$ cat src/rtl/tmr_pkg.sv
package tmr_pkg;

  localparam int AW = 3;

  localparam logic [AW-1:0] A_MODE   = 3'd0;
  localparam logic [AW-1:0] A_CTRL   = 3'd1;
  localparam logic [AW-1:0] A_LOAD   = 3'd2;
  localparam logic [AW-1:0] A_MATCH  = 3'd3;
  localparam logic [AW-1:0] A_COUNT  = 3'd4;
  localparam logic [AW-1:0] A_CAPT   = 3'd5;
  localparam logic [AW-1:0] A_STATUS = 3'd6;

  typedef enum logic [2:0] {
    BEH_NONE     = 3'd0,
    BEH_ONESHOT  = 3'd1,
    BEH_PERIODIC = 3'd2,
    BEH_EDGECNT  = 3'd3,
    BEH_EDGETIME = 3'd4,
    BEH_PWM      = 3'd5
  } beh_e;

  // Mode field, capture-type bit and alternate bit to one behaviour.
  function automatic beh_e decode_beh(input logic [1:0] mode, input logic ctype,
                                      input logic alt);
    beh_e b;
    b = BEH_NONE;
    if (alt) begin
      if (!ctype && mode == 2'd2) b = BEH_PWM;
    end else begin
      case (mode)
        2'd1:    b = BEH_ONESHOT;
        2'd2:    b = BEH_PERIODIC;
        2'd3:    b = ctype ? BEH_EDGETIME : BEH_EDGECNT;
        default: b = BEH_NONE;
      endcase
    end
    return b;
  endfunction

  // Edge selection: 0 rising, 1 falling, 2 none, 3 both.
  function automatic logic edge_sel(input logic [1:0] ev, input logic rise,
                                    input logic fall);
    logic e;
    case (ev)
      2'd0:    e = rise;
      2'd1:    e = fall;
      2'd3:    e = rise | fall;
      default: e = 1'b0;
    endcase
    return e;
  endfunction

endpackage

$ cat src/rtl/tmr_sync_edge.sv
module tmr_sync_edge #(
  parameter int STAGES = 2
) (
  input  logic clk,
  input  logic rst_n,
  input  logic pin,
  output logic rise,
  output logic fall
);

  // stage[0..STAGES-1] synchronize, stage[STAGES] holds the previous level
  logic [STAGES:0] stage;

  always_ff @(posedge clk) begin
    if (!rst_n) stage[0] <= 1'b0;
    else        stage[0] <= pin;
  end

  for (genvar i = 1; i <= STAGES; i++) begin : g_stage
    always_ff @(posedge clk) begin
      if (!rst_n) stage[i] <= 1'b0;
      else        stage[i] <= stage[i-1];
    end
  end

  assign rise =  stage[STAGES-1] & ~stage[STAGES];
  assign fall = ~stage[STAGES-1] &  stage[STAGES];

endmodule

$ cat src/rtl/tmr_regs.sv
module tmr_regs
  import tmr_pkg::*;
#(
  parameter int CW = 16
) (
  input  logic          clk,
  input  logic          rst_n,
  input  logic          wr_en,
  input  logic [AW-1:0] wr_addr,
  input  logic [CW-1:0] wr_data,
  input  logic [AW-1:0] rd_addr,
  output logic [CW-1:0] rd_data,
  input  logic [CW-1:0] cnt,
  input  logic [CW-1:0] capt,
  input  logic          tmo_set,
  input  logic          evt_set,
  input  logic          self_clr,
  output logic [1:0]    mode,
  output logic          ctype,
  output logic          alt,
  output logic          en,
  output logic          stall_en,
  output logic [1:0]    ev,
  output logic          trig_en,
  output logic          inv,
  output logic [CW-1:0] load_val,
  output logic [CW-1:0] match_val,
  output logic          start,
  output logic          tmo_flag,
  output logic          evt_flag
);

  logic wr_mode, wr_ctrl, wr_stat;

  assign wr_mode = wr_en && (wr_addr == A_MODE);
  assign wr_ctrl = wr_en && (wr_addr == A_CTRL);
  assign wr_stat = wr_en && (wr_addr == A_STATUS);
  assign start   = wr_ctrl && wr_data[0] && !en;

  always_ff @(posedge clk) begin
    if (!rst_n) begin
      mode <= '0; ctype <= 1'b0; alt <= 1'b0;
      stall_en <= 1'b0; ev <= '0; trig_en <= 1'b0; inv <= 1'b0;
      load_val <= '0; match_val <= '0;
    end else if (wr_en) begin
      if (wr_mode) begin
        mode <= wr_data[1:0]; ctype <= wr_data[2]; alt <= wr_data[3];
      end
      if (wr_ctrl) begin
        stall_en <= wr_data[1]; ev <= wr_data[3:2];
        trig_en <= wr_data[4]; inv <= wr_data[5];
      end
      if (wr_addr == A_LOAD)  load_val  <= wr_data;
      if (wr_addr == A_MATCH) match_val <= wr_data;
    end
  end

  // enable: a software write wins over the self-clear from the core
  always_ff @(posedge clk) begin
    if (!rst_n)        en <= 1'b0;
    else if (wr_ctrl)  en <= wr_data[0];
    else if (self_clr) en <= 1'b0;
  end

  always_ff @(posedge clk) begin
    if (!rst_n) begin
      tmo_flag <= 1'b0;
      evt_flag <= 1'b0;
    end else begin
      tmo_flag <= tmo_set | (tmo_flag & ~(wr_stat & wr_data[0]));
      evt_flag <= evt_set | (evt_flag & ~(wr_stat & wr_data[1]));
    end
  end

  always_comb begin
    rd_data = '0;
    case (rd_addr)
      A_MODE:   begin rd_data[1:0] = mode; rd_data[2] = ctype; rd_data[3] = alt; end
      A_CTRL:   begin
        rd_data[0] = en; rd_data[1] = stall_en; rd_data[3:2] = ev;
        rd_data[4] = trig_en; rd_data[5] = inv;
      end
      A_LOAD:   rd_data = load_val;
      A_MATCH:  rd_data = match_val;
      A_COUNT:  rd_data = cnt;
      A_CAPT:   rd_data = capt;
      A_STATUS: begin rd_data[0] = tmo_flag; rd_data[1] = evt_flag; end
      default:  rd_data = '0;
    endcase
  end

endmodule

$ cat src/rtl/tmr_core.sv
module tmr_core
  import tmr_pkg::*;
#(
  parameter int CW = 16
) (
  input  logic          clk,
  input  logic          rst_n,
  input  beh_e          beh,
  input  logic          en,
  input  logic          start,
  input  logic          run_ok,
  input  logic          edge_evt,
  input  logic          trig_en,
  input  logic          inv,
  input  logic [CW-1:0] load_val,
  input  logic [CW-1:0] match_val,
  output logic [CW-1:0] cnt,
  output logic [CW-1:0] capt,
  output logic          tmo_evt,
  output logic          match_hit,
  output logic          cap_evt,
  output logic          self_clr,
  output logic          adc_trig,
  output logic          pwm_out
);

  localparam logic [CW-1:0] ONE = CW'(1);

  function automatic logic [CW-1:0] dec(input logic [CW-1:0] v);
    return v - ONE;
  endfunction

  function automatic logic above(input logic [CW-1:0] v, input logic [CW-1:0] m);
    return v > m;
  endfunction

  logic [CW-1:0] cnt_nxt;
  logic          is_timer;

  assign is_timer = (beh == BEH_ONESHOT) || (beh == BEH_PERIODIC) || (beh == BEH_PWM);

  always_comb begin
    cnt_nxt   = cnt;
    tmo_evt   = 1'b0;
    match_hit = 1'b0;
    if (start) begin
      cnt_nxt = load_val;
    end else if (en && run_ok) begin
      if (is_timer) begin
        if (cnt == '0) begin
          tmo_evt = 1'b1;
          cnt_nxt = (beh == BEH_ONESHOT) ? '0 : load_val;
        end else begin
          cnt_nxt = dec(cnt);
        end
      end else if (beh == BEH_EDGECNT) begin
        if (edge_evt) begin
          cnt_nxt   = dec(cnt);
          match_hit = (dec(cnt) == match_val);
        end
      end else if (beh == BEH_EDGETIME) begin
        cnt_nxt = (cnt == '0) ? load_val : dec(cnt);
      end
    end
  end

  // capture is not held off by the stall: only the count freezes
  assign cap_evt  = en && !start && (beh == BEH_EDGETIME) && edge_evt;
  assign self_clr = (tmo_evt && beh == BEH_ONESHOT) || match_hit;

  always_ff @(posedge clk) begin
    if (!rst_n) begin
      cnt      <= '0;
      capt     <= '0;
      adc_trig <= 1'b0;
    end else begin
      cnt      <= cnt_nxt;
      adc_trig <= tmo_evt & trig_en;
      if (cap_evt) capt <= cnt;
    end
  end

  assign pwm_out = inv ^ (en && (beh == BEH_PWM) && above(cnt, match_val));

endmodule

$ cat src/rtl/cap_pwm_timer.sv
module cap_pwm_timer
  import tmr_pkg::*;
#(
  parameter int CW          = 16,
  parameter int SYNC_STAGES = 2
) (
  input  logic          clk,
  input  logic          rst_n,
  input  logic          wr_en,
  input  logic [2:0]    wr_addr,
  input  logic [CW-1:0] wr_data,
  input  logic [2:0]    rd_addr,
  output logic [CW-1:0] rd_data,
  input  logic          cap_pin,
  input  logic          dbg_halt,
  output logic          pwm_out,
  output logic          adc_trig,
  output logic          tmo_flag,
  output logic          evt_flag
);

  logic [1:0]    mode;
  logic          ctype, alt, en, stall_en, trig_en, inv, start;
  logic [1:0]    ev;
  logic [CW-1:0] load_val, match_val, cnt, capt;
  logic          pin_rise, pin_fall;

  // named internal events, also used by the bound checker
  beh_e beh;
  logic edge_evt, stall_now, run_ok;
  logic tmo_evt, match_hit, cap_evt, self_clr;

  assign beh       = decode_beh(mode, ctype, alt);
  assign edge_evt  = edge_sel(ev, pin_rise, pin_fall);
  assign stall_now = stall_en && dbg_halt;
  assign run_ok    = !stall_now;

  tmr_regs #(.CW(CW)) u_regs (
    .clk(clk), .rst_n(rst_n), .wr_en(wr_en), .wr_addr(wr_addr), .wr_data(wr_data),
    .rd_addr(rd_addr), .rd_data(rd_data), .cnt(cnt), .capt(capt),
    .tmo_set(tmo_evt), .evt_set(match_hit | cap_evt), .self_clr(self_clr),
    .mode(mode), .ctype(ctype), .alt(alt), .en(en), .stall_en(stall_en), .ev(ev),
    .trig_en(trig_en), .inv(inv), .load_val(load_val), .match_val(match_val),
    .start(start), .tmo_flag(tmo_flag), .evt_flag(evt_flag)
  );

  tmr_sync_edge #(.STAGES(SYNC_STAGES)) u_sync (
    .clk(clk), .rst_n(rst_n), .pin(cap_pin), .rise(pin_rise), .fall(pin_fall)
  );

  tmr_core #(.CW(CW)) u_core (
    .clk(clk), .rst_n(rst_n), .beh(beh), .en(en), .start(start), .run_ok(run_ok),
    .edge_evt(edge_evt), .trig_en(trig_en), .inv(inv), .load_val(load_val),
    .match_val(match_val), .cnt(cnt), .capt(capt), .tmo_evt(tmo_evt),
    .match_hit(match_hit), .cap_evt(cap_evt), .self_clr(self_clr),
    .adc_trig(adc_trig), .pwm_out(pwm_out)
  );

endmodule

$ cat config.mk
export PLATFORM = sky130hd
export DESIGN_NAME = cap_pwm_timer
export DESIGN_NICKNAME = d
export VERILOG_FILES = /design/src/rtl/tmr_pkg.sv /design/src/rtl/tmr_sync_edge.sv /design/src/rtl/tmr_regs.sv /design/src/rtl/tmr_core.sv /design/src/rtl/cap_pwm_timer.sv
export SDC_FILE = /design/constraint.sdc
export NUM_CORES = 1
export LEC_CHECK = 0
export CORE_AREA = 2 2 125 127
export DETAILED_ROUTE_END_ITERATION = 6
export DIE_AREA = 0 0 127 129
export SYNTH_ARGS = -nofsm -noshare
export SYNTH_HDL_FRONTEND = slang
export SYNTH_HIERARCHICAL = 1
export SYNTH_SLANG_ARGS = --single-unit
$ cat constraint.sdc
create_clock -name clk -period 2.99 [get_ports clk]
set_clock_uncertainty 0.15 [all_clocks]
set_input_delay 0.7475 -clock clk [delete_from_list [all_inputs] [get_ports clk]]
set_output_delay 0.7475 -clock clk [all_outputs]
set_load 0.05 [all_outputs]
### Word level (Yosys, flattened, before mapping)

Index checks and enable logic that the tools add are counted.

* memories kept: 0
* output and inout bits: 20
* register bits: 80
* RAM bits: 0
* bits in read-only memories: 0
* bits in latches: 0
* word-level logic and storage cells: 120

* bitwise operators: 16
* magnitude comparators: 1
* reductions and logical operators: 33
* multiply operators: 0
* multiplexer cells: 29
* shift-type cells: 0
* eq/ne operators: 22
* div/mod/pow operators: 0
* $add $sub $neg: 1

Operators by type and width (count)
* $mux W16: 9
* $pmux W10 S4: 1
* $eq A3 B2 Y1 const B: 6
* $eq A3 B3 Y1 const B: 6
* $eq A16 B16 Y1: 1
* $gt A16 B16 Y1: 1
* $logic_not A16 Y1: 1
* $sub A16 B1 Y16 const B: 1
* $logic_and A1 B1 Y1: 14
* $pmux W2 S7: 1
* $pmux W2 S6: 1
* $mux W1: 11
* $pmux W2 S5: 1
* $eq A3 B1 Y1 const B: 3
* $mux W3: 3
* $pmux W3 S3: 1
* $reduce_and A2 Y1: 4
* $and A1 B1 Y1: 7
* $eq A2 B2 Y1 const B: 3
* $logic_not A3 Y1: 2
* $eq A2 B1 Y1 const B: 2
* $logic_not A1 Y1: 4
* $ne A4 B1 Y1 const B: 1
* $not A1 Y1: 4
* 8 further kinds: 14

### Longest topological paths before layout

* word-level depth: 14
* gate-level depth with buffers: 12
* mapped depth without buffers: 11

### Hierarchy

The synthesis kept the hierarchy.

Modules (own cells, without submodules)
* tmr_core: area an instance 2657.5 µm², cells each 350, times used 1
* tmr_regs: area an instance 2471.1 µm², cells each 279, times used 1
* tmr_sync_edge: area an instance 91.3 µm², cells each 8, times used 1
* cap_pwm_timer: area an instance 85.1 µm², cells each 13, times used 1

### Worst setup path after synthesis

OpenSTA, ideal clock, no wires.

* kind: input-to-output
* start: input rd_addr[1]
* end: output rd_data[3]
* data arrival time: 2469 ps
* cell stages on the path: 4
* path slack: -377 ps
* cell sequence: clkbuf_2 -> nor2b_1 -> a221oi_1 -> o31ai_1

* cells in the longest elaborated chain, start to end: 2
* elaborated cells between the ends (all ways): 7

RTL lines
* start, declared: line cap_pwm_timer.sv:12 `input logic [2:0] rd_addr,`
* $eq A3 B3 Y1, or another cell as far along: line tmr_regs.sv:77 `case (rd_addr)`
* $pmux W2 S6 (*): line tmr_regs.sv:77
* end, declared: line cap_pwm_timer.sv:13 `output logic [CW-1:0] rd_data,`

Every way passes the cells marked *; elsewhere a longest branch is shown, timed or not.

### Final worst setup path

* start: register u_regs.match_val[7]
* end: output pwm_out

* cells in the longest elaborated chain, start to end: 3

RTL lines
* start, declared: line tmr_regs.sv:27 `output logic [CW-1:0] match_val,`
* start signal, assigned: line tmr_regs.sv:54 `if (wr_addr == A_MATCH) match_val <= wr_data;`
* $gt A16 B16 Y1: line tmr_core.sv:34 `return v > m;`
* $logic_and A1 B1 Y1: line tmr_core.sv:83 `assign pwm_out = inv ^ (en && (beh == BEH_PWM) && above(cnt, match_val));`
* $xor A1 B1 Y1: line tmr_core.sv:83
* end, declared: line cap_pwm_timer.sv:16 `output logic pwm_out,`

No other way between the ends.

==> summary.md <==
| Metric | Value |
|---|---|
| Slew headroom | 0.655 |
| GP Congestion | 0.917 |
| CP startpoint kind | flop |
| Mapped Cells | 650 |
| GRT Overall Usage | 0.209 |
| Synth async-reset ratio | 0 |
| Slew Viols, Final | 0 |
| Root Driver | clkbuf_16 |
| Vias post-DR | 5229 |
| Antenna diode count | 0 |
| Nets@finish | 799 |
| Crit path buf inv count | 2 |
| First-pass DRT Iterations | 6 |
| Slew @ Worst Pin | 0.515 ns |
| EDFF count, synth | 0 |
| Clock sink count | 80 |
| Initial Utilization | 0.354 |
| Core ar. | 15000 um^2 |
| # IOs | 47 |
| Port Buf Inserts | 46 |
| Drt total wl | 17200 um |
| Initial DRC Count | 386 |
| Initial antenna violation count | 0 |
| Main synth FF type | dfxtp_1 |
| Skew-Pair Late Insertion Delay | 0.34 ns |
| WL per Instance | 18.1 um |
| Area grow syn2layout | 37.3% |
| Setup WS post-layout | -0.0792 ns |
| Period minus WS final | 3.07 ns |
| CTS Buf Count | 9 |
| Status | finished, violations left |
| Sequential share of power | 0.422 |
| Ys Warns | 6 |
| Synthesized net count | 695 |
| CP Capture Type | output pin |
| DRC | 0 |
| Post-DP HPWL | 12800 um |
| Synth cell types | 76 |
| Layout cells sized above 1 | 0.261 |
| CTS Buffer Depth | 2 |
| Int Power | 0.00195 W |
| Switching share of power | 0.249 |
| CP cell instances | inv_1 > ha_4 > nand4_1 > o21bai_4 > a211oi_4 > o21ai_4 > xnor2_4 > buf_12 |
| Synth Register Bits | 80 |
| Layer with the highest usage | met2 |
| Num rows | 45 |
| Synthesized area | 5310 um^2 |
| Max Fanout on Critical Path | 2 |
| Die width | 127 um |
| Number of global-route vias before repair | 5063 |
| Overflow after GRT | 0 |
| Sequential cell area fraction in the yosys report | 0.302 |
| CP max stage delay | 0.33 ns |
| RSZ-0062 raised after global routing | true |
| Final setup viols | 1 |
| Max-cap violation count | 0 |
| CTS H-tree depth | 3 |
| CTS tree | yes |
| Final worst-path cycle share | 1.03 |
| Worst Setup Path Type | reg -> out |
| Req. time, crit path | 2.09 ns |
| Class of the worst hold path | reg -> reg |
| Hold WS | 0.283 ns |
| Pin count of the biggest net entering global routing | 48 |
| Max VDD drop | 253 uV |
| NetSw | 0.000646 W |
| Met1 usage | 0.277 |
| CTS Hold Bufs | 0 |
| Crit path max-delay family | compound AO/OA/AOI/OAI gates |
| Power Density | 356 nW/um^2 |
| Post-DRT Antenna Nets | 0 |
| Die span in y | 129 um |
| Hold Fails Final Rpt | 0 |
| CP max stage cell | dfxtp_2 |
| Clock network fraction of design power | 0.437 |
| Clock-pin slew on the worst setup and hold paths | 0.06 ns |
| Global-route wire length before repair | 26700 um |
| Critical Path AT | 2.17 ns |
| Logic pwr share | 0.142 |
| Die ar. | 16400 um^2 |
| GR Util met2 | 0.348 |
| Design Power | 0.00259 W |
| Fmax | 0.326 GHz |
| Violated checks | negative setup slack |
| Vias per cell | 5.52 |
| Leak pwr | 2.91 nW |
| M3 GR Usage | 0.0337 |
| Syn avg cell area | 8.16 um^2 |
==> flip-flops by register name, indices dropped and copies added (netlist names), 2 cells and up <==
name,cells
u_regs/ev,2
u_sync/stage,3
u_regs/load_val,16
u_core/capt,16
u_regs/mode,2
u_core/cnt,16
u_regs/match_val,16
==> cells in the final DEF (no fill, tap or decap), types with 10 or more instances in the layout <==
master / synthesis / layout
nor2_1: 17 / 17
nand2_1: 124 / 123
and2_1: 14 / 13
dfxtp_2: 0 / 12
dfxtp_1: 80 / 66
clkdlybuf4s50_1: 0 / 20
nor2b_1: 17 / 16
a21boi_1: 21 / 21
nor3_1: 14 / 12
mux2i_1: 33 / 31
a21oi_1: 35 / 30
xnor2_1: 13 / 11
buf_4: 6 / 87
ha_1: 18 / 10
buf_12: 0 / 19
nand3_1: 10 / 10
a21boi_0: 30 / 30
o22ai_1: 19 / 19
inv_1: 24 / 20
==> area by class of cell <==
| cell class | instances | area, um^2 |
|---|---|---|
| Multi-Input combinational cell | 503 | 3710 |
| Timing Repair Buffer | 135 | 1320 |
| Clock buffer | 14 | 264 |
| Tap cell | 188 | 235 |
| Inverter | 25 | 96.3 |
| Sequential cell | 80 | 1620 |
| Fill cell | 1469 | 7690 |
| Clock inverter | 2 | 37.5 |
==> cells by family (layout without fill, tap and decap cells) <==
group,after synthesis,after routing,synth area share
compound gates,169,169,0.222
xor+xnor,19,19,0.0314
fa+ha+maj,18,18,0.0425
buf+inv,67,176,0.0599
flops,80,80,0.302
mux,37,37,0.0750
simple gates,260,260,0.267
==> routing by layer <==
| metal | wire (um) | part of all wire |
|---|---|---|
| met1 | 7540 | 0.44 |
| met2 | 8050 | 0.47 |
| met3 | 1240 | 0.072 |
| met4 | 355 | 0.021 |
| met5 | 0 | 0 |
==> worst register-to-register path, stage by stage, from the launching register on <==
cell and delay [ns]:
dfxtp_1 0.31, inv_1 0.12, ha_4 0.15, or4b_4 0.50
nor3_4 0.23, nand3b_1 0.23, xnor2_2 0.22, nand4_1 0.14
a2111oi_4 0.06, a41o_1 0.22, or3b_1 0.37, a21boi_1 0.16
==> worst paths after layout <==
path / startpoint / endpoint / slack, ns / cells after the start
worst min register to register: u_sync/stage[0]$_SDFF_PN0_ / u_sync/stage[1]$_SDFF_PN0_ / 0.28 / 1
worst max-delay path: u_regs/match_val[7]$_SDFFE_PN0P_ / pwm_out / -0.08 / 8
worst max register to register: u_core/cnt[0]$_SDFFE_PN0P_ / u_regs/en$_SDFFE_PN0P_ / 0.04 / 11
worst min-delay path: u_sync/stage[0]$_SDFF_PN0_ / u_sync/stage[1]$_SDFF_PN0_ / 0.28 / 1
==> Yosys cell counts, drive strengths merged (5+ instances only) <==
master	instances	share of area
a21boi	51	0.072
a21o	9	0.013
a21oi	35	0.033
and2	14	0.017
buf	25	0.030
clkbuf	17	0.012
dfxtp	80	0.30
ha	18	0.042
inv	24	0.017
mux2i	33	0.062
nand2	124	0.088
nand2b	7	0.0083
nand3	11	0.011
nand3b	6	0.0085
nand4	6	0.0071
nor2	17	0.012
nor2b	17	0.020
nor3	16	0.018
nor4	5	0.0099
o21a	5	0.0071
o21ai	16	0.015
o22ai	19	0.022
or4	5	0.0078
xnor2	13	0.021
xor2	6	0.0099
==> power by group through the flow <==
stage / Combinational [W] / Sequential [W] / Clock [W]
floorplan: 0.000179 / 0.00111 / 0
global placement: 0.000321 / 0.00112 / 0
detailed placement: 0.000329 / 0.00112 / 0
CTS: 0.000336 / 0.00109 / 0.00116
global route: 0.000392 / 0.00109 / 0.00120
finish: 0.000368 / 0.00109 / 0.00113
==> per-stage QoR <==
step	setup WS, ns	std cells	setup TNS (ns)	area, um^2	utilization
floorplan	0.0211	650	0	5330	-
global placement	-0.382	921	-4.76	6580	0.440
detailed placement	-0.394	921	-5.56	6580	0.440
CTS	-0.204	938	-0.204	6960	0.464
global route	-0.134	947	-0.160	7290	0.486
finish	-0.0792	947	-0.0792	7290	0.486
==> what timing repair did <==
| action | 4_1_cts | 5_1_grt |
|---|---|---|
| endpoints found under the setup margin | 18 | 11 |
| buffers inserted | 1 | 10 |
| pin swaps | 10 | 24 |
| resized for setup | 24 | 60 |
Note: power is estimated with default switching activity, not from simulation.
